===== src/rtl/eeprom_guard.sv =====
module eeprom_guard #(
  parameter int ADDR_W   = 15,
  parameter int ARR_W    = 4,
  parameter int PAGE_SZ  = 8,
  parameter int PAGE_WIN = 8,
  parameter int TWC      = 20
) (
  input  logic              clk,
  input  logic              rst_n,
  input  logic              wr_en,
  input  logic [ADDR_W-1:0] wr_addr,
  input  logic [7:0]        wr_data,
  input  logic              rd_en,
  input  logic [ARR_W-1:0]  rd_addr,
  output logic [7:0]        rd_data,
  output logic              busy
);
  localparam int DEPTH = 1 << ARR_W;
  localparam int IDX_W = $clog2(PAGE_SZ);
  localparam int CNT_W = $clog2(PAGE_SZ + 1);
  localparam int GAP_W = $clog2(PAGE_WIN + 1);
  localparam int WC_W  = $clog2(TWC + 1);
  localparam logic [CNT_W-1:0]  CNT_FULL = CNT_W'(PAGE_SZ);
  localparam logic [GAP_W-1:0]  GAP_LAST = GAP_W'(PAGE_WIN - 1);
  localparam logic [WC_W-1:0]   WC_LAST  = WC_W'(TWC - 1);
  localparam logic [ADDR_W-1:0] KEY_HI   = ADDR_W'(15'h5555);
  localparam logic [ADDR_W-1:0] KEY_LO   = ADDR_W'(15'h2AAA);

  typedef enum logic [1:0] {LD_PLAIN, LD_ARM, LD_UNARM} lead_t;

  logic [7:0]       mem  [DEPTH];
  logic [ARR_W-1:0] pg_a [PAGE_SZ];
  logic [7:0]       pg_d [PAGE_SZ];
  logic [CNT_W-1:0] pg_n;
  logic             loading;
  logic [GAP_W-1:0] gap;
  logic [WC_W-1:0]  wc;
  logic [2:0]       step;
  logic             step_dead;
  lead_t            lead;
  logic             sdp, arm_pend, unarm_pend;
  logic             load_d7, poll_d7, tgl;
  logic [7:0]       rd_q;
  logic [2:0]       skip;
  logic             step_ok;

  wire hi      = (wr_addr == KEY_HI);
  wire lo      = (wr_addr == KEY_LO);
  wire take    = wr_en && !busy && (pg_n < CNT_FULL);
  wire close   = loading && !take && (gap == GAP_LAST);
  wire cyc_end = busy && (wc == WC_LAST);
  wire allow   = (lead != LD_PLAIN) || !sdp;

  assign rd_data = rd_q;

  always_comb begin
    case (step)
      3'd0:    step_ok = hi && wr_data == 8'hAA;
      3'd1:    step_ok = lo && wr_data == 8'h55;
      3'd2:    step_ok = hi && (wr_data == 8'hA0 || wr_data == 8'h80);
      3'd3:    step_ok = hi && wr_data == 8'hAA;
      3'd4:    step_ok = lo && wr_data == 8'h55;
      3'd5:    step_ok = hi && wr_data == 8'h20;
      default: step_ok = 1'b0;
    endcase
  end

  always_comb begin
    case (lead)
      LD_ARM:   skip = 3'd3;
      LD_UNARM: skip = 3'd6;
      default:  skip = 3'd0;
    endcase
  end

  always_ff @(posedge clk) begin
    if (!rst_n) begin
      pg_n       <= '0;
      loading    <= 1'b0;
      gap        <= '0;
      wc         <= '0;
      busy       <= 1'b0;
      step       <= '0;
      step_dead  <= 1'b0;
      lead       <= LD_PLAIN;
      arm_pend   <= 1'b0;
      unarm_pend <= 1'b0;
      load_d7    <= 1'b0;
      poll_d7    <= 1'b0;
      tgl        <= 1'b0;
      rd_q       <= '0;
    end else begin
      if (take) begin
        pg_n    <= pg_n + 1'b1;
        loading <= 1'b1;
        gap     <= '0;
        load_d7 <= wr_data[7];
        if (!step_dead) begin
          if (!step_ok) step_dead <= 1'b1;
          else if (step == 3'd2 && wr_data == 8'hA0) begin
            lead      <= LD_ARM;
            step_dead <= 1'b1;
          end else if (step == 3'd5) begin
            lead      <= LD_UNARM;
            step_dead <= 1'b1;
          end else step <= step + 1'b1;
        end
      end else if (close) begin
        loading    <= 1'b0;
        busy       <= 1'b1;
        wc         <= '0;
        tgl        <= 1'b0;
        pg_n       <= '0;
        step       <= '0;
        step_dead  <= 1'b0;
        lead       <= LD_PLAIN;
        arm_pend   <= (lead == LD_ARM);
        unarm_pend <= (lead == LD_UNARM);
        poll_d7    <= load_d7;
      end else if (loading) begin
        gap <= gap + 1'b1;
      end
      if (busy) begin
        wc <= wc + 1'b1;
        if (cyc_end) busy <= 1'b0;
      end
      if (rd_en) begin
        if (busy) begin
          rd_q <= {~poll_d7, ~tgl, 6'b0};
          tgl  <= ~tgl;
        end else begin
          rd_q <= mem[rd_addr];
        end
      end
    end
  end

  always_ff @(posedge clk) begin
    if (take) begin
      pg_a[pg_n[IDX_W-1:0]] <= wr_addr[ARR_W-1:0];
      pg_d[pg_n[IDX_W-1:0]] <= wr_data;
    end
  end

  always_ff @(posedge clk) begin
    if (close && allow) begin
      for (int i = 0; i < PAGE_SZ; i++) begin
        if (i >= 32'(skip) && i < 32'(pg_n)) mem[pg_a[i]] <= pg_d[i];
      end
    end
  end

  always_ff @(posedge clk) begin
    if (cyc_end) begin
      if (arm_pend) sdp <= 1'b1;
      else if (unarm_pend) sdp <= 1'b0;
    end
  end

  logic [WC_W:0] bl;
  always_ff @(posedge clk) begin
    if (!rst_n || !busy) bl <= '0;
    else bl <= bl + 1'b1;
  end

  a_r2_start_from_load: assert property (@(posedge clk) disable iff (!rst_n)
    $rose(busy) |-> $past(loading));
  a_r2_cycle_length: assert property (@(posedge clk) disable iff (!rst_n)
    $fell(busy) |-> bl == (WC_W+1)'(TWC));
  a_r2_no_load_while_busy: assert property (@(posedge clk) disable iff (!rst_n)
    busy |-> !loading);
  a_r4_poll_toggles: assert property (@(posedge clk) disable iff (!rst_n)
    (rd_en && busy && $past(rd_en && busy)) |=> rd_q[6] != $past(rd_q[6]));
  a_r4_poll_low_zero: assert property (@(posedge clk) disable iff (!rst_n)
    (rd_en && busy) |=> rd_q[5:0] == 6'b0);
  a_r9_flag_moves_at_end: assert property (@(posedge clk) disable iff (!rst_n)
    !$stable(sdp) |-> $fell(busy));
endmodule


===== config.mk =====
export PLATFORM = sky130hd
export DESIGN_NAME = eeprom_guard
export DESIGN_NICKNAME = d
export VERILOG_FILES = /design/src/rtl/eeprom_guard.sv
export SDC_FILE = /design/constraint.sdc
export NUM_CORES = 1
export LEC_CHECK = 0
export BUFFER_PORTS_ARGS = -buffer_cell sky130_fd_sc_hd__buf_4
export CAP_MARGIN = 20
export CORE_MARGIN = 4
export CORE_UTILIZATION = 25
export CTS_CLUSTER_DIAMETER = 200
export DETAILED_ROUTE_END_ITERATION = 8
export PLACE_DENSITY = 0.5
export RECOVER_POWER = 25
export SKIP_LAST_GASP = 1
export SYNTH_ARGS = -nofsm -noshare
export SYNTH_HDL_FRONTEND = slang
export SYNTH_SLANG_ARGS = --single-unit

===== constraint.sdc =====
create_clock -name clk -period 4 [get_ports clk]
set_clock_uncertainty 0.2 [all_clocks]
set_input_delay 0.2 -clock clk [delete_from_list [all_inputs] [get_ports clk]]
set_output_delay 0.2 -clock clk [all_outputs]
set_load 0.01 [all_outputs]

# Word-level counts from Yosys, hierarchy flattened

Memories as Yosys holds them, arrays and structs flattened.
Cells that the tools add are included.

Register bits after elaboration: 35
RAM bits: 224
Output and inout port bits: 9
Memories: 3

Memories:

| name | words | width | read ports | clocked after memory_dff | wr ports | line | text |
|---|---|---|---|---|---|---|---|
| mem  | 16    | 8     | 1          | 0                        | 8        | 31   | `logic [7:0] mem [DEPTH];` |
| pg_d | 8     | 8     | 8          | 0                        | 1        | 33   | `logic [7:0] pg_d [PAGE_SZ];` |
| pg_a | 8     | 4     | 8          | 0                        | 1        | 32   | `logic [ARR_W-1:0] pg_a [PAGE_SZ];` |

Add/sub/neg operators: 4
$lt $le $gt $ge: 16
Eq/ne operators: 22
Mux-type cells: 62
Bitwise operators: 5
Reduce and logical (&&, ||, !) cells: 37

Operators by type and width:

| cell                   | count |
|---|---|
| $mux W1                | 42 |
| $eq A8 B8 Y1 const B   | 3 |
| $logic_and A1 B1 Y1    | 18 |
| $mux W3                | 6 |
| $lt A3 B4 Y1 const A   | 4 |
| $eq A15 B14 Y1 const B | 1 |
| $eq A15 B15 Y1 const B | 1 |
| $mux W5                | 3 |
| $mux W2                | 6 |
| $ne A2 B2 Y1 const B   | 5 |
| $ge A3 B3 Y1 const A   | 3 |
| $add A4 B1 Y4 const B  | 2 |
| $eq A8 B6 Y1 const B   | 1 |
| $eq A8 B7 Y1 const B   | 1 |
| $lt A1 B4 Y1 const A   | 2 |
| $lt A2 B4 Y1 const A   | 2 |
| $mux W4                | 2 |
| $mux W8                | 1 |
| $reduce_and A2 Y1      | 4 |
| $reduce_bool A2 Y1     | 4 |
| $eq A3 B2 Y1 const B   | 2 |
| $eq A3 B3 Y1 const B   | 2 |
| $ge A1 B3 Y1 const A   | 2 |
| $ge A2 B3 Y1 const A   | 2 |
| other kinds (18)       | 27 |

# Logic depth before layout (Yosys ltp)

Gate-level depths: netlist of run 1.

Depth after elaboration: 10
Mapped depth: 13
Gate-level depth less buffers: 9

# Worst setup path before layout of run 1

No wires, ideal clock.

Path kind: reg2reg
Start: reg lead[0]
End: mem mem[5][0] (enable)
Setup time: 0.378 ns
Arrival: 2.422 ns
Path slack: 1.001 ns
Cell stages (with the launch flop): 11
Buffers on the path: 2
Clock period less this slack: 2.999 ns
Path through: dfxtp_1 -> inv_1 -> ha_1 -> clkbuf_1 -> a22oi_1 -> and4_1 -> buf_2 -> nand3_1 -> nand2_1 -> nor4_1 -> o2111ai_1

RTL lines:

| item                   | line | text |
|---|---|---|
| start, declared        | 40   | `lead_t lead;` |
| start signal, assigned | 85   | `lead <= LD_PLAIN;` |
| start signal, assigned | 101  | `lead <= LD_ARM;` |
| start signal, assigned | 104  | `lead <= LD_UNARM;` |
| end, declared          | 31   |  |

==> impl_metrics.env, run 1 <==
export IMPL_syn_mean_instance_area_um2=8.49
export IMPL_rr_worst_depth=10
export IMPL_synth_cells=2456
export IMPL_cp_endpoint="mem[1][7]"
export IMPL_crit_top_cell="buf_4"
export IMPL_vdd_drop_max_v=0.000321
export IMPL_reg2reg_from="gap[0]"
export IMPL_cp_end_kind="register"
export IMPL_io_pins=40
export IMPL_start_util_pct=25.3
export IMPL_ys_types=87
export IMPL_maxSlewViolCount=0
export IMPL_synth_edf_count=225
export IMPL_die_w_um=297
export IMPL_drtIter0Drc=4289
export IMPL_die_h_um=297
export IMPL_post_route_min_period_ns=3.95
export IMPL_clk_transition_reported_paths_ns=0.06
export IMPL_die_area_mm2=0.0881
export IMPL_holdWs_ns=0.0270
export IMPL_synth_main_ff_cell="edfxtp_1"
export IMPL_power_density_mw_per_mm2=266
export IMPL_synth_warning_count=0
export IMPL_core_area_mm2=0.0824
export IMPL_r2r_slack_ns=0.05
export IMPL_cts_buffers=31
export IMPL_crit_type="reg -> reg"
export IMPL_cts_sinks=259
export IMPL_r2r_end="mem[1][7]"
export IMPL_rows=105
export IMPL_cp_startpoint="gap[0]"
export IMPL_synthTopCellsByArea="edfxtp_1 (32%), a21oi_1 (4.8%), mux2i_1 (4.7%)"
export IMPL_max_slew_margin_pct=10.2
export IMPL_cp_slowest_stage_delay_ns=0.67
export IMPL_first_global_vias=22200
export IMPL_hold_violations=0
export IMPL_p_leak_nw=8.82
export IMPL_netlist_area_leader_share_pct=32.4
export IMPL_worstPathRequired_ns=4.21
export IMPL_vias=24300
export IMPL_grtUsageTotal_pct=29.6
export IMPL_critPathSlowestCell="nor3_1"
export IMPL_max_freq_mhz=253
export IMPL_grt_max_degree=33
export IMPL_port_buffers=39
export IMPL_grt_pass1_wl_um=185000
export IMPL_wire_per_inst_um=37.0
export IMPL_status="completed"
export IMPL_clk_latency_ns=0.64
export IMPL_routed_wl_um=137000
export IMPL_drc=0
export IMPL_path_cells="ha_1 > and4b_1 > nand2_4 > buf_4 > nor3_1 > buf_4 > a21oi_1 > o31ai_1 > o21ai_0 > a31oi_1"
export IMPL_p_total_w=0.00660
export IMPL_async_reset_ff_share_pct=0
export IMPL_crit_fanout=21
export IMPL_synth_seq_cells=259
export IMPL_cp_arrival_ns=4.16
export IMPL_cts_tree="built"
export IMPL_netlist_area_mm2=0.0208
export IMPL_nets=2640
export IMPL_via_per_inst=6.55
export IMPL_antenna_left=0
export IMPL_clockBufferDepth=3
export IMPL_startpoint_type="register"
export IMPL_firstDrtPassIters=6
export IMPL_layout_drive_gt1_share_pct=16.9
export IMPL_hold_path_class="in -> reg"
export IMPL_syn_nets=2500
export IMPL_setup_viol=0
export IMPL_drv_cap=0
export IMPL_grt_ovfl_total=0
export IMPL_gp_congestion=1.15
export IMPL_cts_htree_levels=1
export IMPL_worst_pin_slew_ns=1.35
export IMPL_hpwl_um=103000
export IMPL_rsz0062_at_grt="false"
export IMPL_clock_root_buffer="clkbuf_16"
export IMPL_yosys_area_top_type="edfxtp_1"
export IMPL_antenna_found_initial=15
export IMPL_fin_crit_sh_pct=98.7
export IMPL_ys_seq_area_share_pct=35.7
export IMPL_syn_to_final_growth_pct=19.1
-- cell type report --
| cell class | instances | area (µm²) |
|---|---|---|
| Fill cell | 8612 | 57500 |
| Timing Repair Buffer | 319 | 2410 |
| Clock buffer | 36 | 815 |
| Sequential cell | 259 | 7440 |
| Tap cell | 1070 | 1340 |
| Multi-Input combinational cell | 1964 | 12500 |
| Inverter | 21 | 78.8 |
| Clock inverter | 21 | 221 |
| Antenna cell | 12 | 30.0 |
-- flip-flops by register name, summed over array words and instances (netlist names), 2 cells and up --
signal,count
gap,4
lead,2
mem,128
pg_a,32
pg_d,64
pg_n,4
rd_data,8
step,3
wc,5
-- routing by layer --
| layer | track usage (%) | routed length (µm) | vias up |
|---|---|---|---|
| li1 | - | - | 9859 |
| met1 | 38.8 | 52800 | 11800 |
| met2 | 42.3 | 55800 | 2123 |
| met3 | 8.84 | 18000 | 485 |
| met4 | 18.8 | 10400 | 6 |
| met5 | 0 | 38 | - |
-- synth_stat cells, types with 15 or more instances --
master	number
a31oi_1	39
a2111oi_0	17
buf_2	39
nand2_1	253
mux2i_1	97
nor4_1	31
buf_1	15
o221ai_1	29
o211ai_1	48
a21oi_1	198
nand4_1	41
or3_1	29
nor3_1	122
nand2b_1	34
o21ai_0	116
nor2_1	257
o22ai_1	26
edfxtp_1	225
a22oi_1	15
nor2b_1	24
a211o_1	15
a211oi_1	125
and3_1	49
inv_1	19
mux4_2	40
clkbuf_1	151
dfxtp_1	34
nand3_1	101
o31ai_1	22
-- power by group --
part / internal, W / leakage [nW] / total, W / switching, W
Sequential: 0.00297 / 2.31 / 0.00305 / 0.0000806
Combinational: 0.000243 / 6.01 / 0.000629 / 0.000386
Clock: 0.00166 / 0.503 / 0.00292 / 0.00125
Total: 0.00487 / 8.82 / 0.00660 / 0.00172
-- repair_timing --
action | CTS | global route
setup endpoints to repair | 0 | 9
hold endpoints to repair | 122 | 0
hold buffers | 18 | 0
setup buffers | 0 | 2
gates resized for setup | 0 | 1
-- through the flow --
| step | setup TNS, ns | area, µm² | utilization [%] | setup slack (ns) | cells |
|---|---|---|---|---|---|
| 2_1_floorplan | 0 | 20800 | - | 1.00 | 2456 |
| 3_3_place_gp | -0.0547 | 23600 | 28.7 | -0.0547 | 3612 |
| 3_5_place_dp | 0 | 23600 | 28.7 | 0.0419 | 3612 |
| 4_1_cts | 0 | 24900 | 30.2 | 0.0332 | 3687 |
| 5_1_grt | 0 | 24800 | 30.1 | 0.0116 | 3690 |
| 6_report | 0 | 24800 | 30.1 | 0.0532 | 3702 |
-- worst min-delay path by stage --
stage                     startpoint         end  slack (ns)  cells past startpoint
after floorplan           wr_addr[0]  pg_a[0][0]         0.1                      0
after global placement      arm_pend         sdp        0.24                      0
after detailed placement    arm_pend         sdp        0.25                      0
after CTS                 rd_addr[2]  rd_data[4]       0.007                      4
after global routing      rd_addr[2]  rd_data[4]        0.08                      4
final                     rd_addr[2]  rd_data[4]        0.03                      4
-- kinds of logic after synthesis --
family                   Yosys count  share of synthesized area [%]
adder cells (fa/ha/maj)           13                          0.780
AO/OA/AOI/OAI                    749                           23.7
flip-flops                       259                           35.7
AND/OR/NAND/NOR                 1060                           26.0
buffers and inverters            233                           4.59
XOR/XNOR                           4                          0.168
multiplexers                     138                           9.03
-- cell usage in the layout, fill, tap and decap left out, drive strengths merged, types with 13 or more instances in the layout --
| cell | instances |
|---|---|
| a2111oi | 19 |
| a211o | 15 |
| a211oi | 125 |
| a21oi | 200 |
| a22oi | 15 |
| a31oi | 39 |
| and3 | 49 |
| buf | 278 |
| clkbuf | 59 |
| dfxtp | 34 |
| dlygate4sd3 | 18 |
| edfxtp | 225 |
| ha | 13 |
| inv | 24 |
| mux2i | 97 |
| mux4 | 40 |
| nand2 | 257 |
| nand2b | 34 |
| nand3 | 106 |
| nand4 | 41 |
| nor2 | 262 |
| nor2b | 24 |
| nor3 | 132 |
| nor4 | 46 |
| o211ai | 49 |
| o21ai | 124 |
| o221ai | 29 |
| o22ai | 26 |
| o31ai | 22 |
| or3 | 29 |
-- worst max-delay path: cells and delay by family, from the launching register on --
family / cells / cell delay (ns)
AOI/OAI and AO/OA: 4 / 0.82
DFF: 1 / 0.39
adders and majority gates: 1 / 0.29
buffers and inverters: 2 / 0.55
and+or+nand+nor: 3 / 1.46
Power figures use the tool's default switching activity.
==> inputs of run 2 (changes only) <==
--- a/config.mk
+++ b/config.mk
@@ -5,6 +5,7 @@
 export SDC_FILE = /design/constraint.sdc
 export NUM_CORES = 1
 export LEC_CHECK = 0
+export ABC_AREA = 1
 export BUFFER_PORTS_ARGS = -buffer_cell sky130_fd_sc_hd__buf_4
 export CAP_MARGIN = 20
 export CORE_MARGIN = 4
==> run 2 against run 1 <==
Maximum frequency rose by 3.6%. Count of clock-buffer cells in the layout grew 13. Combinational power up 27%. Non-clock buffer count is 141 lower. First-iteration DRC count fell by 28%. Worst setup slack gained 0.14 ns. Total power is 1.2% higher. Critical path depth shrank 1. Critical path type unchanged. Sequential power about the same. Register-to-register slack improved by 0.14 ns. Clock power down 2%.
==> impl_metrics.env, run 2 <==
export IMPL_synth_edf_count=225
export IMPL_grtUsageTotal_pct=24.6
export IMPL_grt_max_degree=65
export IMPL_hold_path_class="in -> reg"
export IMPL_layout_drive_gt1_share_pct=6.28
export IMPL_r2r_slack_ns=0.19
export IMPL_nFillCells=9704
export IMPL_pwr_share_clk_pct=42.7
export IMPL_post_cts_buffers=0
export IMPL_hpwl_um=90600
export IMPL_firstDrtPassIters=5
export IMPL_vdd_drop_max_v=0.000308
export IMPL_seq_power_share_pct=45.4
export IMPL_syn_nets=3568
export IMPL_clk_transition_reported_paths_ns=0.06
export IMPL_io_pins=40
export IMPL_wire_per_inst_um=25.1
export IMPL_worst_pin_slew_ns=1.35
export IMPL_vias=24800
export IMPL_start_util_pct=25.2
export IMPL_syn_to_final_growth_pct=14.1
export IMPL_gp_congestion=1.00
export IMPL_clock_root_buffer="clkbuf_16"
export IMPL_ys_types=44
export IMPL_startpoint_type="register"
export IMPL_cts_htree_levels=1
export IMPL_power_density_mw_per_mm2=267
export IMPL_yosysMostFrequentCell="nand2_1"
export IMPL_yosys_area_top_type="edfxtp_1"
export IMPL_drc=0
export IMPL_post_route_min_period_ns=3.81
export IMPL_fin_crit_sh_pct=95.2
export IMPL_rsz0062_at_grt="true"
export IMPL_grt_pass1_wl_um=167000
export IMPL_syn_mean_instance_area_um2=6.22
export IMPL_synthTopCellsByArea="edfxtp_1 (31%), nand2_1 (15%), o21ai_0 (14%)"
export IMPL_cts_tree="built"
export IMPL_power_internal_w=0.00485
export IMPL_drv_cap=0
export IMPL_port_buffers=39
export IMPL_min_delay_start="wr_addr[12]"
export IMPL_status="completed"
export IMPL_clockBufferDepth=3
export IMPL_cts_sinks=259
export IMPL_largest_reg_flops=128
export IMPL_cp_end_kind="register"
export IMPL_ys_seq_area_share_pct=33.9
export IMPL_routed_wl_um=119000
export IMPL_ys_top_cells_by_count="nand2_1 (899), o21ai_0 (610), inv_1 (507)"
export IMPL_crit_type="reg -> reg"
export IMPL_cp_arrival_ns=3.83
export IMPL_most_common_layout_cells="nand2_1 (899), o21ai_0 (610), inv_1 (507)"
export IMPL_fin_cells=4737
export IMPL_die_w_um=304
export IMPL_p_leak_nw=10.5
export IMPL_drtIter0Drc=3109
export IMPL_p_sw_w=0.00183
export IMPL_synth_cells=3524
export IMPL_die_h_um=304
export IMPL_tns_ns=0
export IMPL_rows=108
export IMPL_netlist_area_leader_share_pct=30.8
export IMPL_cts_buffers=31
export IMPL_dp_cells=4651
export IMPL_worstPathRequired_ns=4.03
export IMPL_power_switching_share_pct=27.4
export IMPL_via_per_inst=5.23
export IMPL_max_slew_margin_pct=10.2
export IMPL_die_area_mm2=0.0925
export IMPL_clk_latency_ns=0.61
export IMPL_netlist_area_mm2=0.0219
export IMPL_maxSlewViolCount=0
export IMPL_setup_viol=0
export IMPL_grt_ovfl_total=0
export IMPL_synth_main_ff_cell="edfxtp_1"
export IMPL_mostFrequentLayoutCell="nand2_1"
export IMPL_final_area_mm2=0.0250
export IMPL_max_freq_mhz=263
export IMPL_hold_violations=0
export IMPL_ctsResizeCount=0
export IMPL_synth_seq_cells=259
export IMPL_async_reset_ff_share_pct=0
export IMPL_crit_fanout=22
export IMPL_synth_warning_count=0
export IMPL_combinationalPowerShare_pct=12.0
export IMPL_antenna_found_initial=5
export IMPL_nets=3600
export IMPL_core_area_mm2=0.0869
export IMPL_first_global_vias=23100
export IMPL_cp_startpoint="gap[0]"
export IMPL_reg2reg_from="gap[0]"
export IMPL_place_area_mm2=0.0238
export IMPL_antenna_left=0
-- run 2: cell types whose count changed in the layout (fill, tap and decap cells not counted), sizes merged, moves of 46 or more --
cell	change
nor2	+200
a21oi	-46
mux2i	-97
nand3	+48
a211oi	-120
nor3	-95
buf	-150
nand2	+648
and3	-48
inv	+494
o21ai	+529
-- run 2: metrics by stage --
step           hold slack (ns)  utilization, %  total power, W  setup slack (ns)
2_1_floorplan           0.0989               -         0.00346              1.37
3_3_place_gp             0.241            27.4         0.00387             0.294
3_5_place_dp             0.242            27.4         0.00386             0.267
4_1_cts                0.00813            28.9         0.00674             0.224
5_1_grt                  0.102            28.8         0.00689           -0.0254
6_report                0.0561            28.8         0.00667             0.191
-- run 2: what timing repair did --
item / in CTS / in global routing
setup endpoints to repair: 0 / 8
hold endpoints to repair: 120 / 0
hold buffers: 25 / 0
-- run 2: critical path: stages (launching register included) --
cell and delay (ns):
dfxtp_1 0.36, ha_1 0.16, nand2_1 0.07, nor2_2 0.21, nand3_4 0.26, nor2_4 0.65
inv_1 0.23, o31ai_1 0.66, nor3_1 0.12, nand4_1 0.46
-- run 2: routing by layer --
| layer | GRT usage [%] | vias up | share of wire (%) |
|---|---|---|---|
| met5 | 0 | - | 0 |
| met4 | 12.1 | 0 | 5.8 |
| met3 | 3.23 | 284 | 8.4 |
| met2 | 39.3 | 1263 | 45 |
| met1 | 32.8 | 11700 | 41 |
| li1 | - | 11600 | - |
-- run 2: worst paths after layout --
path / cells after the start / endpoint
setup / recovery: 9 / mem[0][0]
hold / removal: 8 / step[2]
setup reg to reg: 9 / mem[0][0]
hold reg to reg: 0 / sdp
-- run 2: cells by family after synthesis --
| group | after synthesis | synth area share [%] |
|---|---|---|
| XOR/XNOR | 2 | 0.0799 |
| AO/OA/AOI/OAI | 939 | 22.8 |
| AND/OR/NAND/NOR | 1611 | 30.2 |
| buffers and inverters | 700 | 12.3 |
| flip-flops | 259 | 33.9 |
| adder cells (fa/ha/maj) | 13 | 0.742 |
-- run 2: area by class of cell --
type	count	area, µm²	area share, %
Antenna cell	1	2.50	0.0100
Sequential cell	259	7440	29.7
Inverter	521	1960	7.82
Clock inverter	9	118	0.470
Multi-Input combinational cell	2565	11800	47.2
Clock buffer	49	887	3.55
Timing Repair Buffer	178	1370	5.47
Tap cell	1155	1450	5.78
-- run 2: power by group through the flow --
| stage | Clock, W | Sequential (W) | Combinational [W] |
|---|---|---|---|
| 3_5_place_dp | 0 | 0.00308 | 0.000784 |
| 6_report | 0.00285 | 0.00303 | 0.000798 |
| 3_3_place_gp | 0 | 0.00308 | 0.000785 |
| 4_1_cts | 0.00291 | 0.00302 | 0.000804 |
| 2_1_floorplan | 0 | 0.00305 | 0.000411 |
| 5_1_grt | 0.00301 | 0.00303 | 0.000863 |
